## src/rtl/sm_acc_pkg.sv

```systemverilog
package sm_acc_pkg;
  localparam int BYTE_W     = 6;
  localparam int NUM_BYTES  = 5;
  localparam int ADDR_BYTES = 2;

  typedef enum logic [1:0] {
    OP_ADD = 2'd0,
    OP_SUB = 2'd1,
    OP_INC = 2'd2,
    OP_DEC = 2'd3
  } op_e;

  typedef enum logic [1:0] {
    ST_IDLE = 2'd0,
    ST_CALC = 2'd1,
    ST_HOLD = 2'd2
  } state_e;

  typedef struct packed {
    logic loadOperands;
    logic loadResult;
  } strobes_t;
endpackage

```

## src/rtl/sm_acc_ctrl.sv

```systemverilog
module sm_acc_ctrl
  import sm_acc_pkg::*;
(
  input  logic     clk,
  input  logic     rst_n,
  input  logic     inValid,
  input  logic     outReady,
  output logic     inReady,
  output logic     outValid,
  output strobes_t strobes
);
  state_e state, stateNext;

  always_ff @(posedge clk or negedge rst_n) begin
    if (!rst_n) state <= ST_IDLE;
    else        state <= stateNext;
  end

  always_comb begin
    stateNext = state;
    strobes   = '0;
    unique case (state)
      ST_IDLE: if (inValid) begin
        strobes.loadOperands = 1'b1;
        stateNext            = ST_CALC;
      end
      ST_CALC: begin
        strobes.loadResult = 1'b1;
        stateNext          = ST_HOLD;
      end
      ST_HOLD: if (outReady) stateNext = ST_IDLE;
      default: stateNext = ST_IDLE;
    endcase
  end

  assign inReady  = (state == ST_IDLE);
  assign outValid = (state == ST_HOLD);
endmodule

```

## src/rtl/sm_acc_core.sv

```systemverilog
module sm_acc_core #(
  parameter int MAG_W = 30
) (
  input  logic             aSign,
  input  logic [MAG_W-1:0] aMag,
  input  logic             bSign,
  input  logic [MAG_W-1:0] bMag,
  input  logic             ovfPrev,
  output logic             sumSign,
  output logic [MAG_W-1:0] sumMag,
  output logic             ovfNext
);
  logic [MAG_W:0]   addExt;
  logic [MAG_W-1:0] diffAB, diffBA, rawMag;
  logic             sameSign, aGeB, rawSign, carry;

  assign sameSign = (aSign == bSign);
  assign addExt   = {1'b0, aMag} + {1'b0, bMag};
  assign diffAB   = aMag - bMag;
  assign diffBA   = bMag - aMag;
  assign aGeB     = (aMag >= bMag);
  assign carry    = addExt[MAG_W];

  always_comb begin
    if (sameSign) begin
      rawMag  = addExt[MAG_W-1:0];
      rawSign = aSign;
    end else if (aGeB) begin
      rawMag  = diffAB;
      rawSign = aSign;
    end else begin
      rawMag  = diffBA;
      rawSign = bSign;
    end
  end

  assign sumMag  = rawMag;
  assign sumSign = (rawMag == '0) ? aSign : rawSign;
  assign ovfNext = ovfPrev | (sameSign & carry);
endmodule

```

## src/rtl/sm_acc_dp.sv

```systemverilog
module sm_acc_dp
  import sm_acc_pkg::*;
#(
  parameter int MAG_W  = 30,
  parameter int ADDR_W = 12
) (
  input  logic             clk,
  input  logic             rst_n,
  input  strobes_t         strobes,
  input  logic [1:0]       inOp,
  input  logic             accSign,
  input  logic [MAG_W-1:0] accMag,
  input  logic             opndSign,
  input  logic [MAG_W-1:0] opndMag,
  input  logic             ovfIn,
  output logic             resSign,
  output logic [MAG_W-1:0] resMag,
  output logic             ovfOut
);
  localparam logic [MAG_W-1:0] ADDR_MASK = {{(MAG_W-ADDR_W){1'b0}}, {ADDR_W{1'b1}}};

  op_e              opSel;
  logic             useAddr, invertB;
  logic             effSign;
  logic [MAG_W-1:0] effMag;

  logic             aSignQ, bSignQ, ovfQ;
  logic [MAG_W-1:0] aMagQ, bMagQ;

  logic             sumSign, ovfNext;
  logic [MAG_W-1:0] sumMag;

  assign opSel   = op_e'(inOp);
  assign useAddr = (opSel == OP_INC) || (opSel == OP_DEC);
  assign invertB = (opSel == OP_SUB) || (opSel == OP_DEC);
  assign effSign = opndSign ^ invertB;
  assign effMag  = useAddr ? (opndMag & ADDR_MASK) : opndMag;

  always_ff @(posedge clk or negedge rst_n) begin
    if (!rst_n) begin
      aSignQ <= 1'b0;
      bSignQ <= 1'b0;
      ovfQ   <= 1'b0;
      aMagQ  <= '0;
      bMagQ  <= '0;
    end else if (strobes.loadOperands) begin
      aSignQ <= accSign;
      bSignQ <= effSign;
      ovfQ   <= ovfIn;
      aMagQ  <= accMag;
      bMagQ  <= effMag;
    end
  end

  sm_acc_core #(.MAG_W(MAG_W)) u_core (
    .aSign   (aSignQ),
    .aMag    (aMagQ),
    .bSign   (bSignQ),
    .bMag    (bMagQ),
    .ovfPrev (ovfQ),
    .sumSign (sumSign),
    .sumMag  (sumMag),
    .ovfNext (ovfNext)
  );

  always_ff @(posedge clk or negedge rst_n) begin
    if (!rst_n) begin
      resSign <= 1'b0;
      resMag  <= '0;
      ovfOut  <= 1'b0;
    end else if (strobes.loadResult) begin
      resSign <= sumSign;
      resMag  <= sumMag;
      ovfOut  <= ovfNext;
    end
  end
endmodule

```

## src/rtl/sm_accum_adder.sv

```systemverilog
module sm_accum_adder
  import sm_acc_pkg::*;
#(
  parameter int BYTE_BITS  = sm_acc_pkg::BYTE_W,
  parameter int WORD_BYTES = sm_acc_pkg::NUM_BYTES,
  parameter int ADDR_BYTES = sm_acc_pkg::ADDR_BYTES,
  localparam int MAG_W     = BYTE_BITS * WORD_BYTES,
  localparam int ADDR_W    = BYTE_BITS * ADDR_BYTES
) (
  input  logic             clk,
  input  logic             rst_n,
  input  logic             inValid,
  output logic             inReady,
  input  logic [1:0]       inOp,
  input  logic             accSign,
  input  logic [MAG_W-1:0] accMag,
  input  logic             opndSign,
  input  logic [MAG_W-1:0] opndMag,
  input  logic             ovfIn,
  output logic             outValid,
  input  logic             outReady,
  output logic             resSign,
  output logic [MAG_W-1:0] resMag,
  output logic             ovfOut
);
  strobes_t strobes;

  sm_acc_ctrl u_ctrl (
    .clk      (clk),
    .rst_n    (rst_n),
    .inValid  (inValid),
    .outReady (outReady),
    .inReady  (inReady),
    .outValid (outValid),
    .strobes  (strobes)
  );

  sm_acc_dp #(.MAG_W(MAG_W), .ADDR_W(ADDR_W)) u_dp (
    .clk      (clk),
    .rst_n    (rst_n),
    .strobes  (strobes),
    .inOp     (inOp),
    .accSign  (accSign),
    .accMag   (accMag),
    .opndSign (opndSign),
    .opndMag  (opndMag),
    .ovfIn    (ovfIn),
    .resSign  (resSign),
    .resMag   (resMag),
    .ovfOut   (ovfOut)
  );
endmodule

```

## config.mk

```make
export PLATFORM = sky130hd
export DESIGN_NAME = sm_accum_adder
export DESIGN_NICKNAME = d
export VERILOG_FILES = /design/src/rtl/sm_acc_pkg.sv /design/src/rtl/sm_acc_ctrl.sv /design/src/rtl/sm_acc_core.sv /design/src/rtl/sm_acc_dp.sv /design/src/rtl/sm_accum_adder.sv
export SDC_FILE = /design/constraint.sdc
export NUM_CORES = 1
export LEC_CHECK = 0
export BUFFER_PORTS_ARGS = -buffer_cell sky130_fd_sc_hd__buf_2
export CORE_UTILIZATION = 55
export CTS_CLUSTER_DIAMETER = 120
export DETAILED_ROUTE_END_ITERATION = 12
export PLACE_DENSITY = 0.88
export SYNTH_ARGS = -nofsm -noshare
export SYNTH_HDL_FRONTEND = slang
export SYNTH_HIERARCHICAL = 1
export SYNTH_SLANG_ARGS = --single-unit
export TNS_END_PERCENT = 10
```

## constraint.sdc

```tcl
create_clock -name clk -period 3.9 [get_ports clk]
set_input_delay 0.39 -clock clk [delete_from_list [all_inputs] [get_ports clk]]
set_output_delay 0.39 -clock clk [all_outputs]
set_load 0.005 [all_outputs]
```

# Word level (Yosys, flattened, before mapping)
# Index checks and enable logic that the tools add are counted.
[totals]
ff_bits = 97
in_bits = 69
out_inout_bits = 34
[op_classes]
n_addsub = 3
n_lt_le_gt_ge = 1
eq_ne = 8
n_mux = 12
bitwise = 3
n_reduce_logical = 5
[op_table]
columns = ["operator", "n"]
rows = [
  ["30-bit 2-to-1 mux", 3],
  ["30-bit subtractor", 2],
  ["30-bit by 30-bit adder with 31-bit output", 1],
  ["30-bit >= comparator", 1],
  ["30-bit logical NOT", 1],
  ["2-bit == test (second input constant)", 3],
  ["1-bit 2-to-1 mux", 6],
  ["2-bit case mux with 3 select lines", 1],
  ["2-bit by 1-bit == test with 1-bit output (second input constant)", 2],
  ["2-bit 2-to-1 mux", 2],
  ["2-bit logical NOT", 1],
  ["1-bit logical OR", 2],
  ["2-bit by 1-bit != test with 1-bit output (second input constant)", 1],
  ["2-bit != test (second input constant)", 1],
  ["2-bit AND reduction", 1],
  ["1-bit bitwise AND", 1],
  ["1-bit == test", 1],
  ["1-bit OR", 1],
  ["1-bit XOR", 1],
]

# Logic depth before layout (Yosys ltp)
[logic_depth]
depth_word = 5
mapped_depth = 20
mapped_depth_nobuf = 17

# By module
# The synthesis kept the hierarchy.
[modules_own_cells]
columns = ["module", "n_inst", "cells_per_inst", "area_each_um2", "seq_area_each_um2"]
rows = [
  ["sm_acc_core", 1, 856, 5565.3, 0.0],
  ["sm_acc_dp", 1, 242, 3881.2, 2377.3],
  ["sm_acc_ctrl", 1, 9, 90.1, 50.0],
]

# Least setup slack after synthesis
# OpenSTA, ideal clock, no wires.
[synth_timing]
path_kind = "register to register"
start = "reg u_dp.aMagQ[0]"
end = "reg u_dp.resSign"
setup_ns = 0.125
arrival_time_ns = 3.797
required_time_ns = 3.775
setup_slack_ns = -0.022
stages_incl_launch_ff = 19
path_cell_list = "dfrtp_1 > inv_1 > ha_1 > inv_1 > fa_1 > a21o_1 > nand4_1 > a2111oi_0 > a211o_2 > a31o_4 > buf_4 > a211oi_1 > xor2_1 > or4_1 > nor4_1 > and4_1 > and3_1 > o21ai_1 > mux2_2"
[synth_via]
elab_chain_cells = 5
elab_cells_between_ends = 10
[synth_lines]
columns = ["item", "line_no", "text"]
rows = [
  ["start, declared", "sm_acc_dp.sv:28", "logic [MAG_W-1:0] aMagQ, bMagQ;"],
  ["start signal, assigned", "sm_acc_dp.sv:50", "aMagQ <= accMag;"],
  ["30-bit subtractor, or another cell as far along", "sm_acc_core.sv:20", "assign diffBA = bMag - aMag;"],
  ["30-bit 2-to-1 mux", "sm_acc_core.sv:28", "end else if (aGeB) begin"],
  ["30-bit 2-to-1 mux (*)", "sm_acc_core.sv:25", "if (sameSign) begin"],
  ["via u_dp.sumMag[2]", "sm_acc_dp.sv:31", "logic [MAG_W-1:0] sumMag;"],
  ["30-bit logical NOT (*)", "sm_acc_core.sv:38", "assign sumSign = (rawMag == '0) ? aSign : rawSign;"],
  ["1-bit 2-to-1 mux (*)", "sm_acc_core.sv:38", ""],
  ["via u_dp.sumSign", "sm_acc_dp.sv:30", "logic sumSign, ovfNext;"],
  ["end signal, assigned", "sm_acc_dp.sv:72", "resSign <= sumSign;"],
  ["end, declared", "sm_acc_dp.sv:16", "output logic resSign,"],
]
# The timed path passes the listed nets; every way through them passes the cells marked *.
# A chain may end at the register's enable or synchronous reset.

# Worst setup path in the final report
[layout_timing]
start = "reg u_dp.bMagQ[0]"
end = "reg u_dp.resSign"
[layout_via]
elab_chain_cells = 5
elab_cells_between_ends = 10
[layout_lines]
columns = ["item", "line_no", "text"]
rows = [
  ["start, declared", "sm_acc_dp.sv:28", ""],
  ["start signal, assigned", "sm_acc_dp.sv:51", "bMagQ <= effMag;"],
  ["30-bit subtractor, or another cell as far along", "sm_acc_core.sv:20", ""],
  ["30-bit 2-to-1 mux", "sm_acc_core.sv:28", ""],
  ["30-bit 2-to-1 mux (*)", "sm_acc_core.sv:25", ""],
  ["via u_dp.sumMag[10]", "sm_acc_dp.sv:31", ""],
  ["30-bit logical NOT (*)", "sm_acc_core.sv:38", ""],
  ["1-bit 2-to-1 mux (*)", "sm_acc_core.sv:38", ""],
  ["via u_dp.sumSign", "sm_acc_dp.sv:30", ""],
]
# Marks and branches as above.

==> flow_metrics.env <==
export IMPL_status="complete, but fails checks"
export IMPL_failed_checks="negative setup slack"
export IMPL_drt_pass1_iterations=6
export IMPL_synth_async_sr_flop_share=1.00
export IMPL_path_cells="inv_1 -> ha_1 -> inv_1 -> fa_1 -> a211oi_2 -> o211ai_1 -> a41oi_1 -> nor3b_1 -> mux2_2 -> nor4_2 -> or4_4 -> nor4_4 -> and4_1 -> and3_4 -> o21ai_2 -> mux2_4"
export IMPL_fin_crit_sh=1.16
export IMPL_cell_seen_most_often_among_critical_path_stages="inv_1"
export IMPL_place_congestion=0.982
export IMPL_timing_hold_worst_class="in -> async"
export IMPL_number_of_cell_rows=47
export IMPL_count_of_vias_placed_by_the_detailed_router=10300
export IMPL_slew_headroom=0.339
export IMPL_fillerInstances=1168
export IMPL_grt_first_pass_wirelength_mm=52.0
export IMPL_cts_made_buffers=9
export IMPL_number_of_global_route_vias_before_repair=10000
export IMPL_timing_max_transition_violations_final=0
export IMPL_dp_final_hpwl_mm=24.7
export IMPL_full_die_area_sq_mm=0.0179
export IMPL_r2r_end="u_dp/resSign$_DFFE_PN0P_"
export IMPL_worst_ep_required_time_ps=4150
export IMPL_yosys_register_bits=97
export IMPL_post_route_min_period_ps=4520
export IMPL_numClockSinks=97
export IMPL_met3_usage=0.0738
export IMPL_setup_viol=3
export IMPL_synth_edf_count=0
export IMPL_crit_arrival_ps=4770
export IMPL_antenna_found_initial=2
export IMPL_drt_wl_total_mm=34.1
export IMPL_globalRouteMet1Util=0.471
export IMPL_cts_htree_levels=3
export IMPL_post_route_drc_count=0
export IMPL_die_height_um=134
export IMPL_placed_cell_area_sq_mm=0.0119
export IMPL_ys_warn_count=6
export IMPL_gr_usage_all_layers=0.372
export IMPL_crit_start="u_dp/bMagQ[0]$_DFFE_PN0P_"
export IMPL_postRouteAntennaNets=0
export IMPL_via_per_inst=6.22
export IMPL_end_kind="flop"
export IMPL_core_sq_mm=0.0168
export IMPL_hold_slack_ps=168
export IMPL_design_portCount=103
export IMPL_sort_of_element_at_the_start_of_the_critical_path="flop"
export IMPL_clock_fmax_mhz=221
export IMPL_clock_tree_from_tritoncts="done"
export IMPL_crit_fanout=3
export IMPL_syn_area_sq_mm=0.00954
export IMPL_timing_hold_violations_final=0
export IMPL_route_detailed_wl_per_inst_um=20.5
export IMPL_skew_pair_late_insertion_delay_ps=380
export IMPL_rsz0062_at_grt="true"
export IMPL_timing_worst_slew_pin_value_ps=992
export IMPL_synth_lib_cells_used_distinct=82
export IMPL_ctsRootBufferMaster="clkbuf_16"
export IMPL_grt_start_max_net_pins=76
export IMPL_cts_hold_buffers_added=0
export IMPL_max_cap_violations=0
export IMPL_initial_utilization=0.569
export IMPL_postSynthAreaPerCell_sq_um=8.61
export IMPL_postLayoutCellArea_sq_mm=0.0127
export IMPL_clk_pin_slew_worst_setup_hold_paths_ps=90
export IMPL_postSynth_topFlopCell="dfrtp_1"
export IMPL_synth_net_count=1273
export IMPL_setup_worst_path_class="reg -> reg"
export IMPL_top_usage_layer="met2"
export IMPL_buffer_ports_inserted=102
export IMPL_fin_worst_skew_ps=19.1
export IMPL_clock_path_buffers=2
export IMPL_r2r_worst_path_cells=16
export IMPL_crit_end="u_dp/resSign$_DFFE_PN0P_"
export IMPL_num_nets_final=1599
export IMPL_crit_path_top_delay_cell="or4_4"
export IMPL_grt_remaining_overflow=0
export IMPL_final_setup_worst_slack_ps=-623
export IMPL_regToRegStartpoint="u_dp/bMagQ[0]$_DFFE_PN0P_"
export IMPL_ys_seq_area_frac=0.255
export IMPL_placedCellCount=1619
export IMPL_width_of_the_chip_um=134
export IMPL_area_growth_pct=33.1
export IMPL_instances_no_fill=1659
export IMPL_critical_path_max_stage_delay_ps=550
export IMPL_synthesis_instances=1107
export IMPL_pre_cts_slack_ps=-461
export IMPL_ff2ff_setup_slack_ps=-620
export IMPL_layout_drive_gt1_share=0.375
export IMPL_drt_iter0_markers=1270
export IMPL_gr_usage_met2=0.617
-- repair_timing --
action	4_1_cts	5_1_grt
gates resized for setup	32	37
pin swaps	13	20
buffers inserted	6	15
setup endpoints to repair	2	4
gates cloned	2	0
-- synthesized netlist by cell type, types with 9 or more instances --
| cell | n | area (sq um) |
|---|---|---|
| nand4_1 | 14 | 87.6 |
| o21bai_1 | 11 | 82.6 |
| nand2b_1 | 15 | 93.8 |
| nor4_1 | 11 | 68.8 |
| clkbuf_1 | 27 | 101 |
| mux2_4 | 45 | 676 |
| xnor2_1 | 15 | 131 |
| ha_1 | 94 | 1180 |
| mux2_2 | 36 | 405 |
| nand3b_1 | 19 | 143 |
| buf_6 | 9 | 101 |
| a211oi_1 | 13 | 97.6 |
| dfrtp_1 | 97 | 2430 |
| a21oi_1 | 87 | 435 |
| nor2_1 | 81 | 304 |
| buf_2 | 12 | 60.1 |
| a31oi_1 | 9 | 56.3 |
| and3_1 | 9 | 56.3 |
| nand3_1 | 19 | 95.1 |
| nor2b_1 | 15 | 93.8 |
| nor3_1 | 30 | 150 |
| inv_1 | 113 | 424 |
| mux2i_1 | 12 | 120 |
| o21ai_0 | 69 | 345 |
| nand2_1 | 63 | 236 |
| a21o_1 | 25 | 188 |
| o211ai_1 | 10 | 75.1 |
-- stage by stage --
step                TNS [ps]  utilization
floorplan                  0            -
finish                  -686        0.757
CTS                     -261        0.740
global placement        -324        0.708
detailed placement      -461        0.708
global route           -1160        0.757
-- logic make-up after synthesis --
| group | after synthesis | synth area share |
|---|---|---|
| muxes | 93 | 0.126 |
| and+or+nand+nor | 325 | 0.180 |
| DFF | 97 | 0.255 |
| adders and majority gates | 97 | 0.130 |
| buffers and inverters | 176 | 0.0870 |
| xor gates and xnor gates | 18 | 0.0165 |
| AOI/OAI and AO/OA | 301 | 0.206 |
-- layout make-up --
class	count	area (sq um)	area share
multi-input combinational	836	6640	0.523
clock buffer	9	225	0.0177
inverter	113	424	0.0334
tap	220	275	0.0217
sequential	97	2430	0.191
timing repair buffer	376	2620	0.206
clock inverter	7	81.3	0.00641
antenna	1	2.50	0.000197
-- state kept, by name, summed over array words and instances (netlist names) --
name and count:
u_dp/aMagQ 30, u_dp/bMagQ 30, u_dp/resMag 30, u_ctrl/state 2, u_dp/aSignQ 1, u_dp/bSignQ 1, u_dp/ovfOut 1, u_dp/ovfQ 1
u_dp/resSign 1
-- cells in the final DEF, fill, tap and decap left out, drive strengths merged, types with 7 or more instances in the layout --
master | netlist | final
a211oi | 13 | 13
a21o | 25 | 25
a21oi | 87 | 87
a31oi | 10 | 11
and2 | 7 | 7
and3 | 9 | 9
and4 | 7 | 7
buf | 34 | 376
clkbuf | 29 | 9
dfrtp | 97 | 97
ha | 94 | 94
inv | 113 | 116
mux2 | 81 | 81
mux2i | 12 | 12
nand2 | 63 | 63
nand2b | 15 | 15
nand3 | 20 | 20
nand3b | 19 | 19
nand4 | 14 | 14
nor2 | 81 | 81
nor2b | 15 | 15
nor3 | 31 | 31
nor4 | 12 | 12
o211ai | 10 | 10
o21ai | 73 | 73
o21bai | 11 | 11
or3 | 7 | 7
or4 | 8 | 8
xnor2 | 15 | 15
-- layer usage --
metal,share of wire,vias up
li1,-,4595
met1,0.40,4821
met2,0.46,721
met3,0.098,179
met4,0.044,0
met5,0,-
-- critical path: cells and delay by family (launching register included) --
| kind | cells | cell delay [ps] |
|---|---|---|
| compound gates | 4 | 1000 |
| fa+ha+maj | 2 | 640 |
| buf+inv | 2 | 160 |
| flops | 1 | 430 |
| mux | 2 | 480 |
| simple gates | 6 | 1680 |
-- worst min-delay path by stage --
stage,end,slack (ps),cells after the start
2_1_floorplan,u_ctrl/state[0]$_DFFE_PN0P_,90,0
3_3_place_gp,u_dp/ovfQ$_DFFE_PN0P_,480,1
3_5_place_dp,u_dp/ovfQ$_DFFE_PN0P_,490,1
4_1_cts,u_dp/bMagQ[6]$_DFFE_PN0P_,210,1
5_1_grt,u_dp/bMagQ[7]$_DFFE_PN0P_,250,2
6_report,u_dp/bMagQ[6]$_DFFE_PN0P_,170,1
Power is left out: the tool's default activity adds up to more than one toggle a clock period on the data nets, which glitch-free logic cannot reach.
